`src/rtl/cwin_pkg.sv`:
```
package cwin_pkg;
  typedef enum logic [1:0] {
    PH_IDLE = 2'd0,
    PH_PRE  = 2'd1,
    PH_POST = 2'd2,
    PH_DONE = 2'd3
  } phase_e;

  typedef enum logic [2:0] {
    ST_PENDING = 3'd0,
    ST_VALID   = 3'd1,
    ST_SHORT   = 3'd2,
    ST_NOTRIG  = 3'd3,
    ST_EARLY   = 3'd4,
    ST_LATE    = 3'd5
  } status_e;
endpackage

```
`src/rtl/cwin_ring_ptr.sv`:
```
module cwin_ring_ptr #(
  parameter int DEPTH = 16384,
  localparam int AW   = $clog2(DEPTH),
  localparam int HALF = DEPTH / 2
) (
  input  logic          clk_i,
  input  logic          rst_ni,
  input  logic          clear_i,
  input  logic          wr_i,
  output logic [AW-1:0] ptr_o,
  output logic          full_o,
  output logic          full_nxt_o
);
  logic [AW-1:0] ptr_q;
  logic [AW-1:0] cnt_q;

  // cnt_q saturates at HALF; it only needs to answer "half filled yet"
  assign full_o     = (cnt_q == AW'(HALF));
  assign full_nxt_o = full_o | (wr_i & (cnt_q == AW'(HALF - 1)));

  always_ff @(posedge clk_i or negedge rst_ni) begin
    if (!rst_ni) begin
      ptr_q <= '0;
      cnt_q <= '0;
    end else if (clear_i) begin
      ptr_q <= '0;
      cnt_q <= '0;
    end else if (wr_i) begin
      ptr_q <= ptr_q + AW'(1);
      if (!full_o) cnt_q <= cnt_q + AW'(1);
    end
  end

  assign ptr_o = ptr_q;

  a_r2_ptr_step: assert property (@(posedge clk_i) disable iff (!rst_ni)
    (wr_i && !clear_i) |=> ptr_o == $past(ptr_o) + AW'(1));
  a_r2_ptr_hold: assert property (@(posedge clk_i) disable iff (!rst_ni)
    (!wr_i && !clear_i) |=> $stable(ptr_o));
  a_r7_cnt_sat: assert property (@(posedge clk_i) disable iff (!rst_ni)
    cnt_q <= AW'(HALF));
endmodule

```
`src/rtl/cwin_rate.sv`:
```
module cwin_rate #(
  parameter int NORM_MULT  = 4,
  parameter int TRANS_MULT = 8,
  localparam int MW = $clog2(((NORM_MULT > TRANS_MULT) ? NORM_MULT : TRANS_MULT) + 1)
) (
  input  logic          clk_i,
  input  logic          rst_ni,
  input  logic          arm_i,
  input  logic          mode_i,
  output logic [MW-1:0] mult_o
);
  logic mode_q;

  always_ff @(posedge clk_i or negedge rst_ni) begin
    if (!rst_ni)    mode_q <= 1'b0;
    else if (arm_i) mode_q <= mode_i;
  end

  generate
    if (NORM_MULT == TRANS_MULT) begin : g_fixed
      assign mult_o = MW'(NORM_MULT);
    end else begin : g_sel
      assign mult_o = mode_q ? MW'(TRANS_MULT) : MW'(NORM_MULT);
    end
  endgenerate

  a_r12_mode_latched: assert property (@(posedge clk_i) disable iff (!rst_ni)
    !arm_i |=> $stable(mult_o));
endmodule

```
`src/rtl/cwin_ctrl.sv`:
```
module cwin_ctrl
  import cwin_pkg::*;
#(
  parameter int DEPTH = 16384,
  localparam int AW   = $clog2(DEPTH),
  localparam int HALF = DEPTH / 2
) (
  input  logic          clk_i,
  input  logic          rst_ni,
  input  logic          arm_i,
  input  logic          strobe_i,
  input  logic          trig_i,
  input  logic          end_i,
  input  logic [AW-1:0] ptr_i,
  input  logic          full_i,
  input  logic          full_nxt_i,
  output logic          wr_o,
  output phase_e        phase_o,
  output status_e       status_o,
  output logic [AW-1:0] trig_addr_o
);
  phase_e        phase_q, phase_n;
  status_e       status_q, status_n;
  logic [AW-1:0] trig_q, trig_n;
  logic [AW-1:0] post_q, post_n;
  logic          early_q, early_n;
  logic          trig_hit, post_fill;

  assign wr_o      = strobe_i & !arm_i & ((phase_q == PH_PRE) | (phase_q == PH_POST));
  assign trig_hit  = wr_o & trig_i & (phase_q == PH_PRE);
  assign post_fill = wr_o & (phase_q == PH_POST) & (post_q == AW'(HALF - 1));

  always_comb begin
    phase_n  = phase_q;
    status_n = status_q;
    trig_n   = trig_q;
    post_n   = post_q;
    early_n  = early_q;
    if (arm_i) begin
      phase_n  = PH_PRE;
      status_n = ST_PENDING;
      trig_n   = '0;
      post_n   = '0;
      early_n  = 1'b0;
    end else begin
      unique case (phase_q)
        PH_PRE: begin
          if (trig_hit) begin
            trig_n  = ptr_i;
            early_n = !full_i;    // pre half not filled before trigger sample
            post_n  = AW'(1);
            phase_n = PH_POST;
          end
          if (end_i) begin
            phase_n = PH_DONE;
            if (!full_nxt_i)   status_n = ST_SHORT;
            else if (!trig_hit) status_n = ST_NOTRIG;
            else if (early_n)  status_n = ST_EARLY;
            else               status_n = ST_LATE;
          end
        end
        PH_POST: begin
          if (wr_o) post_n = post_q + AW'(1);
          if (post_fill) begin
            phase_n  = PH_DONE;
            status_n = early_q ? ST_EARLY : ST_VALID;
          end else if (end_i) begin
            phase_n = PH_DONE;
            if (!full_nxt_i)  status_n = ST_SHORT;
            else if (early_q) status_n = ST_EARLY;
            else              status_n = ST_LATE;
          end
        end
        default: ;
      endcase
    end
  end

  always_ff @(posedge clk_i or negedge rst_ni) begin
    if (!rst_ni) begin
      phase_q  <= PH_IDLE;
      status_q <= ST_PENDING;
      trig_q   <= '0;
      post_q   <= '0;
      early_q  <= 1'b0;
    end else begin
      phase_q  <= phase_n;
      status_q <= status_n;
      trig_q   <= trig_n;
      post_q   <= post_n;
      early_q  <= early_n;
    end
  end

  assign phase_o     = phase_q;
  assign status_o    = status_q;
  assign trig_addr_o = trig_q;

  a_r6_pending_until_done: assert property (@(posedge clk_i) disable iff (!rst_ni)
    (phase_q != PH_DONE) |-> (status_q == ST_PENDING));
  a_r9_valid_not_early: assert property (@(posedge clk_i) disable iff (!rst_ni)
    (status_q == ST_VALID) |-> !early_q);
  a_r3_trig_hold: assert property (@(posedge clk_i) disable iff (!rst_ni)
    (phase_q == PH_POST && !arm_i) |=> $stable(trig_addr_o));
  a_r11_done_hold: assert property (@(posedge clk_i) disable iff (!rst_ni)
    (phase_q == PH_DONE && !arm_i) |=> (phase_q == PH_DONE) && $stable(status_q) && $stable(trig_addr_o));
  a_r4_post_bound: assert property (@(posedge clk_i) disable iff (!rst_ni)
    (phase_q == PH_POST) |-> (post_q != '0) && (post_q <= AW'(HALF - 1)));
endmodule

```
`src/rtl/cwin_ctrl_top.sv`:
```
module cwin_ctrl_top
  import cwin_pkg::*;
#(
  parameter int DEPTH      = 16384,
  parameter int DATA_W     = 36,
  parameter int NORM_MULT  = 4,
  parameter int TRANS_MULT = 8,
  localparam int AW   = $clog2(DEPTH),
  localparam int HALF = DEPTH / 2,
  localparam int MW   = $clog2(((NORM_MULT > TRANS_MULT) ? NORM_MULT : TRANS_MULT) + 1)
) (
  input  logic              clk_i,
  input  logic              rst_ni,
  input  logic              arm_i,
  input  logic              mode_i,
  input  logic              sample_valid_i,
  input  logic [DATA_W-1:0] sample_data_i,
  input  logic              trigger_i,
  input  logic              main_end_i,
  output logic              mem_we_o,
  output logic [AW-1:0]     mem_addr_o,
  output logic [DATA_W-1:0] mem_wdata_o,
  output logic              busy_o,
  output logic              done_o,
  output logic              window_valid_o,
  output logic [2:0]        status_o,
  output logic [AW-1:0]     trig_addr_o,
  output logic [AW-1:0]     win_start_o,
  output logic [MW-1:0]     rate_mult_o
);
  logic          wr;
  logic [AW-1:0] ptr;
  logic          full, full_nxt;
  phase_e        phase;
  status_e       status;
  logic [AW-1:0] trig_addr;

  cwin_ring_ptr #(.DEPTH(DEPTH)) u_ptr (
    .clk_i      (clk_i),
    .rst_ni     (rst_ni),
    .clear_i    (arm_i),
    .wr_i       (wr),
    .ptr_o      (ptr),
    .full_o     (full),
    .full_nxt_o (full_nxt)
  );

  cwin_ctrl #(.DEPTH(DEPTH)) u_ctrl (
    .clk_i       (clk_i),
    .rst_ni      (rst_ni),
    .arm_i       (arm_i),
    .strobe_i    (sample_valid_i),
    .trig_i      (trigger_i),
    .end_i       (main_end_i),
    .ptr_i       (ptr),
    .full_i      (full),
    .full_nxt_i  (full_nxt),
    .wr_o        (wr),
    .phase_o     (phase),
    .status_o    (status),
    .trig_addr_o (trig_addr)
  );

  cwin_rate #(.NORM_MULT(NORM_MULT), .TRANS_MULT(TRANS_MULT)) u_rate (
    .clk_i  (clk_i),
    .rst_ni (rst_ni),
    .arm_i  (arm_i),
    .mode_i (mode_i),
    .mult_o (rate_mult_o)
  );

  assign mem_we_o       = wr;
  assign mem_addr_o     = ptr;
  assign mem_wdata_o    = sample_data_i;
  assign busy_o         = (phase == PH_PRE) || (phase == PH_POST);
  assign done_o         = (phase == PH_DONE);
  assign status_o       = status;
  assign window_valid_o = done_o && (status == ST_VALID);
  assign trig_addr_o    = trig_addr;
  // power-of-two depth: the subtraction wraps modulo DEPTH
  assign win_start_o    = trig_addr - AW'(HALF);

  a_r2_no_write_idle: assert property (@(posedge clk_i) disable iff (!rst_ni)
    !busy_o |-> !mem_we_o);
  a_r1_arm_starts: assert property (@(posedge clk_i) disable iff (!rst_ni)
    arm_i |=> busy_o && (mem_addr_o == '0) && (status_o == 3'd0));
  a_r6_valid_flag: assert property (@(posedge clk_i) disable iff (!rst_ni)
    window_valid_o |-> done_o && !busy_o);
endmodule

```
`config.mk`:
```
export PLATFORM = sky130hd
export DESIGN_NAME = cwin_ctrl_top
export DESIGN_NICKNAME = d
export VERILOG_FILES = /design/src/rtl/cwin_pkg.sv /design/src/rtl/cwin_ring_ptr.sv /design/src/rtl/cwin_rate.sv /design/src/rtl/cwin_ctrl.sv /design/src/rtl/cwin_ctrl_top.sv
export SDC_FILE = /design/constraint.sdc
export NUM_CORES = 1
export LEC_CHECK = 0
export ABC_AREA = 1
export BUFFER_PORTS_ARGS = -buffer_cell sky130_fd_sc_hd__buf_4
export CORE_MARGIN = 2
export CORE_UTILIZATION = 35
export CTS_BUF_LIST = sky130_fd_sc_hd__clkbuf_4
export DETAILED_ROUTE_END_ITERATION = 10
export HOLD_SLACK_MARGIN = 0.05
export SLEW_MARGIN = 15
export SYNTH_ARGS = -nofsm -noshare
export SYNTH_HDL_FRONTEND = slang
export SYNTH_SLANG_ARGS = --single-unit
```
`constraint.sdc`:
```
create_clock -name clk_i -period 1.97 [get_ports clk_i]
set_input_delay 0.197 -clock clk_i [delete_from_list [all_inputs] [get_ports clk_i]]
set_output_delay 0.197 -clock clk_i [all_outputs]
set_load 0.01 [all_outputs]
```
==> key figures, run 1 <==
Run status
  • Outcome: complete, no violations

Worst setup path
  • Arrival @ worst endpoint: 2.26 ns
  • CP peak stage delay: 0.40 ns
  • FF-to-FF End: u_ctrl.post_q[3]
  • Worst reg-to-reg path cell count: 11
  • Crit Path Category: reg2reg
  • Critical path peak fanout: 7
  • CP endpoint kind: register
  • Reg-to-Reg Start: u_ctrl.phase_o[1]
  • CP startpoint kind: register
  • Crit path cell chain: ha_1 -> inv_2 -> nand2_4 -> nor2_4 -> nand2_4 -> nor2_8 -> nor2_4 -> a21oi_4 -> buf_12 -> nand2_4 -> a21oi_2
  • Most used cell along the critical path: nand2_4
  • WP data required: 2.32 ns
  • Worst setup path start: u_ctrl.phase_o[1]
  • Crit path max-delay cell type: dfrtp_1
  • Worst reg-to-reg setup slack: 0.06 ns

STA
  • Unrepaired setup endpoints after global routing: yes
  • Final worst path period need: 1.907 ns
  • Smallest setup slack after layout: 0.06301 ns
  • FMAX: 0.5244 GHz
  • Setup TNS: 0 ns
  • Final Setup Violations: 0
  • Final hold viol count: 0
  • Fin crit share: 96.80%
  • Final Skew: 0.02424 ns
  • Max Slew Vio Count: 0

Flow run
  • Max Cap Viol: 0

Final layout
  • Post-Layout Cell Count: 734
  • Multi-input gate area: 1799 um2
  • Layout cells sized above 1: 20.51%
  • Final-layout fill cell count: 1176
  • Final-stage net count: 635
  • Register area: 1577 um2
  • Final Util: 40.79%
  • Area Growth Syn to Fin: 14.45%

Route
  • DRT Wirelength: 9805 um
  • DR vias: 3658
  • DR pass1 iterations: 5
  • Initial DRC Count: 351
  • Final ANT Viol Nets: 0
  • Via density per instance: 4.984
  • DR WL/cell: 13.36 um
  • # DRC: 0

CTS
  • Deepest clock path buffer count: 2
  • Root buf cell: clkbuf_4
  • Clock Pin Slew Worst Setup and Hold Paths: 0.11 ns
  • Clock Sinks: 63
  • Clock Latency Late Sink: 0.43 ns
  • TritonCTS buffer count: 9
  • H-tree levels: 3
  • CTS tree: built

Global route
  • First-pass GRT wire length: 16440 um
  • GR Overflow Total: 0
  • GRT Total Usage: 16.09%
  • Largest net degree at the start of global routing: 37
  • Antenna violations before repair: 1
  • Vias in the first global route: 3408

Synthesis
  • Post-synth cell types: 38
  • Cells after Synth: 554
  • Share of the synthesized area in the top cell type: 38.90%
  • Netlist Area Pre-Place: 4053 um2
  • Yosys reg bits: 63
  • Syn Area/Cell: 7.315 um2
  • Seq/Total Area, Yosys: 38.90%
  • Yosys top cell by area: dfrtp_1
  • Area contributors post-synth: dfrtp_1, nand2_1, buf_4, inv_1, o21ai_0
  • Ys Warns: 0

Hold path
  • Worst Hold Depth: 3
  • Min-delay worst type: in2reg
  • Worst Hold Launch: sample_valid_i
  • Endpoint, Worst Hold: u_ptr.ptr_o[2]

Placement
  • DP HPWL: 7231 um
  • Gpl congestion: 0.8897
  • Port Buffer Count: 57
  • Pre-CTS setup slack: -0.04053 ns
  • Placed cell count: 709

Die
  • Core area: 11370 um2
  • Die Y-Extent: 111.6 um
  • Die area: 12460 um2
  • Starting Density: 35.64%
  • Row count: 39
  • Top Ports: 132
  • Die Wd: 111.6 um

Power and ir drop
  • Pwr dens: 798.7 nW/um2
  • Maximum vdd ir drop: 0.4573 mV
  • Tot Pwr: 3.705 mW
  • Leak Pwr: 2.240 nW
## sequential cells by signal, indices dropped and copies added (netlist names)
register and cells:
u_rate.mode_q 1, u_ctrl.post_q 14, u_ctrl.early_q 1, u_ctrl.phase_o 2, u_ptr.ptr_o 14, u_ptr.cnt_q 14, u_ctrl.status_o 3, u_ctrl.trig_addr_o 14
## final cells by class
cell class,count,area share (%)
Antenna cell,1,0.05395
Sequential cell,63,33.99
Timing Repair Buffer,84,14.67
Inverter,69,5.611
Multi-Input combinational cell,358,38.79
Clock buffer,9,1.457
Tap cell,143,3.858
Clock inverter,7,1.565
## worst max-delay path: cells and delay by family (launching register included)
kind,cells,cell delay (ns)
and+or+nand+nor,6,0.50
DFF,1,0.40
AOI/OAI and AO/OA,2,0.39
adders and majority gates,1,0.30
buffers and inverters,2,0.24
## cells by family after synthesis
group / count (synthesis) / synth area share, %
simple gates: 267 / 29.48
other cells: 1 / 0.09253
fa+ha+maj: 7 / 2.161
xor+xnor: 5 / 1.081
flops: 63 / 38.90
buf+inv: 134 / 17.94
compound gates: 77 / 10.34
## what timing repair did
action	4_1_cts	5_1_grt
pin swaps	1	8
buffers inserted	2	5
hold buffers	2	0
setup endpoints to repair	4	17
cloned	0	1
resized for setup	0	17
hold endpoints to repair	34	0
## how the worst max path moves through the flow
stage | to | slack, ns
after global placement | u_ctrl.post_q[10] | 0.04
after floorplan | u_ctrl.post_q[13] | 0.14
final | u_ctrl.post_q[3] | 0.06
after detailed placement | u_ctrl.post_q[3] | -0.04
after CTS | mem_we_o | 0.04
after global routing | u_ctrl.post_q[3] | -0.02
## placed cells by master, fill, tap and decap left out, drive strengths merged, types with 4 or more instances in the layout
| cell | Yosys | final |
|---|---|---|
| nand3 | 38 | 38 |
| clkinv | 2 | 6 |
| a21oi | 17 | 17 |
| clkbuf | 5 | 10 |
| dfrtp | 63 | 63 |
| xor2 | 4 | 4 |
| nand4 | 19 | 19 |
| nand2 | 128 | 128 |
| ha | 7 | 7 |
| nor2 | 56 | 56 |
| buf | 60 | 81 |
| inv | 67 | 68 |
| nor3 | 20 | 20 |
| o21ai | 52 | 52 |
## power by group
part	switching (mW)	total [mW]	internal, mW	leakage [nW]
logic	0.762	1.32	0.557	1.30
registers	0.0785	1.47	1.39	0.866
clock network	0.532	0.920	0.388	0.0739
total	1.37	3.70	2.33	2.24
## metal layers
layer / share of wire (%) / vias to the layer above / GRT usage, %
met3: 6.2 / 17 / 3.811
met5: 0 / - / 0
met1: 46 / 1715 / 20.94
li1: - / 1798 / -
met4: 1.5 / 0 / 6.420
met2: 46 / 128 / 25.98
## per-stage QoR
stage | instance area, um2 | hold slack, ns
finish | 4638 | 0.1180
global route | 4638 | 0.1082
CTS | 4527 | 0.07986
detailed placement | 4352 | 0.2039
global placement | 4352 | 0.1996
floorplan | 4056 | -0.09859
## Yosys cell counts (all sizes together)
cell,number
a21oi,17
o21a,1
nand3,38
nor3b,3
inv,67
clkbuf,5
a31oi,1
xor2,4
o31ai,3
clkinv,2
or2,2
o22ai,1
ha,7
nor2,56
o21ai,52
o21bai,1
dfrtp,63
nand2,128
a22o,1
nand4,19
nor3,20
conb,1
nor4,1
xnor2,1
buf,60
No activity file was read; power rests on OpenSTA's default activity.
==> inputs of run 2 (changes only) <==
--- a/config.mk
+++ b/config.mk
@@ -12,6 +12,7 @@
 export CTS_BUF_LIST = sky130_fd_sc_hd__clkbuf_4
 export DETAILED_ROUTE_END_ITERATION = 10
 export HOLD_SLACK_MARGIN = 0.05
+export SETUP_SLACK_MARGIN = 0.5
 export SLEW_MARGIN = 15
 export SYNTH_ARGS = -nofsm -noshare
 export SYNTH_HDL_FRONTEND = slang
==> run 2 against run 1 <==
Compared with the run above:
- die area unchanged
- core utilization up 4.9 points
- maximum frequency up 3.0%
- count of clock-buffer cells in the layout did not move
- via count is 5.2% higher
- largest power group is now combinational logic
- clock power is 15% higher
- non-clock buffer count up 17
- critical path depth is 2 higher
- largest cell class unchanged
==> key figures, run 2 (synthesis gave the netlist of run 1 again) <==
Worst setup path
  • CP endpoint kind: register
  • Crit path max-delay cell type: dfrtp_1
  • Worst reg-to-reg setup slack: 0.12 ns
  • Worst reg-to-reg path cell count: 13
  • Reg-to-Reg Start: u_ctrl.phase_o[0]
  • FF-to-FF End: u_ctrl.post_q[9]
  • WP data required: 2.34 ns
  • CP peak stage delay: 0.41 ns
  • Crit path cell chain: inv_2 -> ha_4 -> inv_4 -> nand2_4 -> nor2_4 -> buf_12 -> nand2_8 -> nor2_8 -> nor2_4 -> a21oi_4 -> buf_4 -> nand3_1 -> o21ai_0
  • Worst setup path start: u_ctrl.phase_o[0]
  • Crit Path Category: reg2reg
  • Critical path buffer and inverter count: 4
  • Critical path peak fanout: 5
  • CP startpoint kind: register
  • Most used cell along the critical path: nor2_4
  • Crit path max-delay family: simple AND/OR/NAND/NOR gates
  • Arrival @ worst endpoint: 2.22 ns

Global route
  • GRT Total Usage: 17.83%
  • Vias in the first global route: 3774
  • GR Overflow Total: 0
  • Largest net degree at the start of global routing: 64
  • Antenna violations before repair: 0
  • First-pass GRT wire length: 18010 um

Power and ir drop
  • Net Sw Frac: 37.68%
  • Reg power frac: 34.5%
  • Power share of the combinational group: 40.7%
  • Int Power: 2.657 mW
  • Clock network fraction of design power: 24.8%
  • Leak Pwr: 2.414 nW
  • Pwr dens: 821.0 nW/um2
  • NetSw: 1.606 mW
  • Maximum vdd ir drop: 0.4981 mV

Run status
  • Outcome: complete, no violations

Route
  • DRT Wirelength: 11210 um
  • WL met1: 4879 um
  • Via density per instance: 5.120
  • DR vias: 3850
  • Wire length on met2: 5302 um
  • Top layer in use: met4
  • # DRC: 0
  • DR pass1 iterations: 5
  • Final ANT Viol Nets: 0
  • Initial DRC Count: 289
  • DR WL/cell: 14.91 um
  • Met3 wire length: 709 um

Final layout
  • Layout cells sized above 1: 32.84%
  • Multi-input gate area: 2160 um2
  • Commonest cells after routing, fill and taps aside: nand2_1, buf_4, dfrtp_1, inv_1, nor2_1
  • Commonest non-fill, non-tap cell in the layout: nand2_1
  • Post-route cell area: 5192 um2
  • Area Growth Syn to Fin: 28.13%
  • Final-stage net count: 654
  • Register area: 1580 um2
  • Ant diodes: 0
  • Final Util: 45.67%
  • Final-layout fill cell count: 1059

STA
  • Final Skew: 0.02589 ns
  • Unrepaired setup endpoints after global routing: yes
  • Final Setup Violations: 0
  • Final worst path period need: 1.851 ns
  • Smallest setup slack after layout: 0.1190 ns
  • Fin crit share: 93.96%
  • Setup TNS: 0 ns
  • Final hold viol count: 0
  • Max Slew Vio Count: 0
  • Hold WS: 0.1190 ns
  • FMAX: 0.5402 GHz

CTS
  • Clock Sinks: 63
  • Root buf cell: clkbuf_4
  • Clock Pin Slew Worst Setup and Hold Paths: 0.12 ns
  • TritonCTS buffer count: 9
  • CTS tree: built
  • H-tree levels: 3
  • Clock Latency Late Sink: 0.45 ns
  • Deepest clock path buffer count: 2

Hold path
  • Worst Hold Launch: sample_valid_i
  • Endpoint, Worst Hold: u_ptr.ptr_o[2]
  • Worst Hold Depth: 3
  • Min-delay worst type: in2reg

Placement
  • Pre-CTS setup slack: 0.02611 ns
  • Gpl congestion: 0.8811
  • Placement Cell Area: 4382 um2
  • DP HPWL: 7399 um
  • Port Buffer Count: 57

Die
  • Starting Density: 35.64%
  • Core area: 11370 um2
  • Die Y-Extent: 111.6 um
  • Top Ports: 132
  • Die Wd: 111.6 um
  • Row count: 39
  • Die area: 12460 um2

Flow run
  • Max Cap Viol: 0
-- run 2: cell count changes in the layout (fill, tap and decap cells not counted), moves of 8 or more --
cell | before | now
nand3_1 | 36 | 25
buf_6 | 2 | 10
o21ai_1 | 8 | 25
nand2_1 | 121 | 113
nand3_2 | 2 | 10
nor2_1 | 50 | 42
inv_1 | 66 | 58
o21ai_0 | 43 | 24
buf_4 | 77 | 85
-- run 2: worst min-delay path, stage by stage --
cell and delay, ns:
buf_4 0.15, nand3_1 0.10, a21oi_1 0.08
-- run 2: how the worst max path moves through the flow --
| stage | end | slack (ns) | cells after the start |
|---|---|---|---|
| final | u_ctrl.post_q[9] | 0.12 | 13 |
| after global routing | u_ctrl.post_q[9] | 0.03 | 13 |
| after CTS | u_ctrl.post_q[9] | 0.14 | 13 |
| after detailed placement | u_ctrl.status_o[1] | 0.03 | 13 |
| after global placement | u_ctrl.status_o[1] | 0.07 | 13 |
| after floorplan | u_ctrl.post_q[6] | 0.18 | 12 |
-- run 2: metrics by stage --
step / std cells / power, mW
finish: 752 / 4.263
global route: 752 / 4.483
global placement: 707 / 2.680
floorplan: 555 / 2.283
CTS: 744 / 4.131
detailed placement: 707 / 2.691
-- run 2: power by group through the flow --
| stage | Sequential [mW] | Clock (mW) | Combinational [mW] |
|---|---|---|---|
| 3_5_place_dp | 1.49 | 0 | 1.20 |
| 2_1_floorplan | 1.50 | 0 | 0.779 |
| 3_3_place_gp | 1.49 | 0 | 1.19 |
| 4_1_cts | 1.47 | 1.07 | 1.59 |
| 6_report | 1.47 | 1.06 | 1.73 |
| 5_1_grt | 1.48 | 1.13 | 1.87 |
-- run 2: final cells by class --
cell class	count	share of cell area, %
Clock buffer	9	1.301
Timing Repair Buffer	101	16.29
Sequential cell	63	30.43
Tap cell	143	3.446
Multi-Input combinational cell	360	41.59
Clock inverter	7	1.880
Inverter	69	5.060
-- run 2: layer usage --
layer / vias up / global-route usage (%)
met4: 0 / 7.819
met2: 161 / 29.27
met1: 1822 / 22.44
met3: 28 / 4.355
met5: - / 0
li1: 1839 / -
-- run 2: timing repair --
item,in CTS,in global routing
hold buffers,2,0
pin swaps,23,22
resized for setup,65,47
gates cloned,2,0
endpoints found under the hold margin,64,0
buffers inserted,17,8
setup endpoints to repair,65,65
==> inputs of run 3 (changes only) <==
--- a/config.mk
+++ b/config.mk
@@ -5,12 +5,12 @@
 export SDC_FILE = /design/constraint.sdc
 export NUM_CORES = 1
 export LEC_CHECK = 0
-export ABC_AREA = 1
 export BUFFER_PORTS_ARGS = -buffer_cell sky130_fd_sc_hd__buf_4
 export CORE_MARGIN = 2
 export CORE_UTILIZATION = 35
 export CTS_BUF_LIST = sky130_fd_sc_hd__clkbuf_4
 export DETAILED_ROUTE_END_ITERATION = 10
+export GPL_TIMING_DRIVEN = 0
 export HOLD_SLACK_MARGIN = 0.05
 export SETUP_SLACK_MARGIN = 0.5
 export SLEW_MARGIN = 15
==> run 3 against run 2 <==
Compared with the run above:
- the run now ends with negative setup slack left
- clock skew is 0.0019 ns lower
- sequential share of layout area is 2.7 points lower
- clock power is 27% lower
- hold slack better by 0.076 ns
- sequential cell count stayed put
- design area is 9.6% higher
- maximum frequency is 12% lower
- critical endpoint is now u_ctrl.status_o[2]
- largest cell class unchanged
- largest power group is now sequential cells
==> key figures, run 3 <==
Synthesis
  • Cells after Synth: 404
  • Share of the synthesized area in the top cell type: 43.15%
  • Area contributors post-synth: dfrtp_1, buf_4, nand2_1, xor2_1, nor2_1
  • Count leader, synth: dfrtp_1
  • Share of synthesized registers carrying an async set or reset: 100.0%
  • Post-synth cell types: 55
  • Ys Warns: 0
  • Seq/Total Area, Yosys: 43.15%
  • Top FF cell, synth: dfrtp_1
  • Syn Area/Cell: 9.043 um2
  • Yosys top cell by area: dfrtp_1
  • Post-synth EDFFs: 0
  • Netlist Area Pre-Place: 3654 um2
  • Synth top cells by count: dfrtp_1, buf_4, nand2_1, nor2_1, o21ai_1
  • Yosys reg bits: 63

Route
  • DRT Wirelength: 10350 um
  • Met3 wire length: 522 um
  • Wire length on met2: 5436 um
  • DR pass1 iterations: 4
  • Via density per instance: 4.926
  • # DRC: 0
  • Initial DRC Count: 88
  • WL met1: 4241 um
  • DR WL/cell: 14.71 um
  • DR vias: 3468
  • Final ANT Viol Nets: 0
  • Top layer in use: met4

Worst setup path
  • CP startpoint kind: register
  • Worst setup path start: u_ctrl.phase_o[1]
  • Worst reg-to-reg path cell count: 7
  • FF-to-FF End: u_ctrl.status_o[2]
  • Worst setup endpoint: u_ctrl.status_o[2]
  • Worst reg-to-reg setup slack: -0.13 ns
  • Crit Path Category: reg2reg
  • CP endpoint kind: register
  • Reg-to-Reg Start: u_ctrl.phase_o[1]
  • Critical path peak fanout: 2
  • WP data required: 2.30 ns
  • Arrival @ worst endpoint: 2.42 ns

CTS
  • Root buf cell: clkbuf_4
  • H-tree levels: 3
  • Clock Sinks: 63
  • TritonCTS buffer count: 9
  • Clock Pin Slew Worst Setup and Hold Paths: 0.12 ns
  • Deepest clock path buffer count: 2
  • Clock Latency Late Sink: 0.42 ns
  • CTS tree: built

Global route
  • Antenna violations before repair: 0
  • GR Overflow Total: 0
  • Vias in the first global route: 3255
  • First-pass GRT wire length: 16010 um
  • Largest net degree at the start of global routing: 64
  • GRT Total Usage: 17.87%

Run status
  • Outcome: complete, but fails checks
  • Failing checks: negative setup slack

Die
  • Top Ports: 132
  • Die area: 11270 um2
  • Die Wd: 106.2 um
  • Starting Density: 35.71%
  • Die Y-Extent: 106.2 um
  • Row count: 37
  • Core area: 10230 um2

STA
  • Slew margin rel.: 46.32%
  • Final hold viol count: 0
  • FMAX: 0.4771 GHz
  • Smallest setup slack after layout: -0.1262 ns
  • Final worst path period need: 2.096 ns
  • Fin crit share: 106.4%
  • Setup TNS: -0.9523 ns
  • Final Setup Violations: 27
  • Hold WS: 0.1951 ns
  • Worst-Margin Slew: 0.8052 ns
  • Unrepaired setup endpoints after global routing: yes
  • Final Skew: 0.02399 ns
  • Max Slew Vio Count: 0

Placement
  • DP HPWL: 6688 um
  • Placement Cell Area: 4583 um2
  • Port Buffer Count: 92
  • Gpl congestion: 0.7804
  • Pre-CTS setup slack: -0.4694 ns

Final layout
  • Final-layout fill cell count: 930
  • Final-stage net count: 613
  • Commonest cells after routing, fill and taps aside: buf_4, dfrtp_1, buf_6, nand2_1, nor2_1
  • Layout cells sized above 1: 52.99%
  • Ant diodes: 0
  • Commonest non-fill, non-tap cell in the layout: buf_4
  • Post-route cell area: 5693 um2
  • Area Growth Syn to Fin: 55.82%

Hold path
  • Worst Hold Launch: arm_i
  • Min-delay worst type: in2reg
  • Worst Hold Depth: 4

Power and ir drop
  • Pwr dens: 527.7 nW/um2
  • Tot Pwr: 3.004 mW
  • Leak Pwr: 2.663 nW
  • Maximum vdd ir drop: 0.2720 mV

Flow run
  • Max Cap Viol: 0
==> run 3: power by group <==
| group | leakage (nW) | internal (mW) | switching, mW |
|---|---|---|---|
| sequential | 0.866 | 1.32 | 0.0454 |
| clock | 0.0560 | 0.258 | 0.517 |
| combinational | 1.74 | 0.486 | 0.376 |
| total | 2.66 | 2.07 | 0.938 |
==> run 3: worst max-delay path: stages (launching register included) <==
cell      delay, ns
dfrtp_1        0.43
ha_4           0.26
and4bb_1       0.28
buf_6          0.12
nand3_4        0.07
o31a_1         0.28
or4b_1         0.46
o211ai_1       0.10
==> run 3: cell type report <==
type,instances,area (um2),share of cell area [%]
Buffer,66,530.5,9.319
Sequential cell,63,1578,27.71
Multi-Input combinational cell,265,1988,34.92
Clock buffer,9,67.56,1.187
Inverter,11,43.79,0.7692
Clock inverter,7,48.80,0.8571
Tap cell,136,170.2,2.989
Timing Repair Buffer,147,1266,22.24
==> run 3: worst min path at each step <==
stage / endpoint / slack, ns
finish: u_ctrl.trig_addr_o[2] / 0.20
global route: u_ctrl.trig_addr_o[2] / 0.21
CTS: u_ctrl.phase_o[0] / 0.17
detailed placement: u_ctrl.post_q[2] / 0.35
global placement: u_rate.mode_q / 0.34
floorplan: u_ctrl.early_q / -0.1
==> run 3: kinds of logic after synthesis <==
| group | synth area share (%) |
|---|---|
| buf+inv | 13.70 |
| xor+xnor | 5.993 |
| simple gates | 23.25 |
| other cells | 0.1026 |
| compound gates | 10.55 |
| fa+ha+maj | 2.397 |
| mux | 0.8562 |
| flops | 43.15 |
==> run 3: metal layers <==
layer / global-route usage, % / vias to the layer above
met2: 31.18 / 96
li1: - / 1673
met3: 3.311 / 14
met5: 0 / -
met1: 22.39 / 1685
met4: 5.451 / 0
==> run 3: through the flow <==
stage | std cells | util [%]
after floorplan | 405 | -
after global placement | 633 | 44.80
after detailed placement | 633 | 44.80
after CTS | 693 | 53.09
after global routing | 704 | 55.64
final | 704 | 55.64
==> run 3: repair_timing <==
action | in CTS | in global routing
endpoints found under the hold margin | 64 | 0
cloned | 3 | 0
buffers inserted | 39 | 11
resized for setup | 88 | 48
setup endpoints to repair | 66 | 66
pin swaps | 45 | 27
hold buffers | 2 | 0
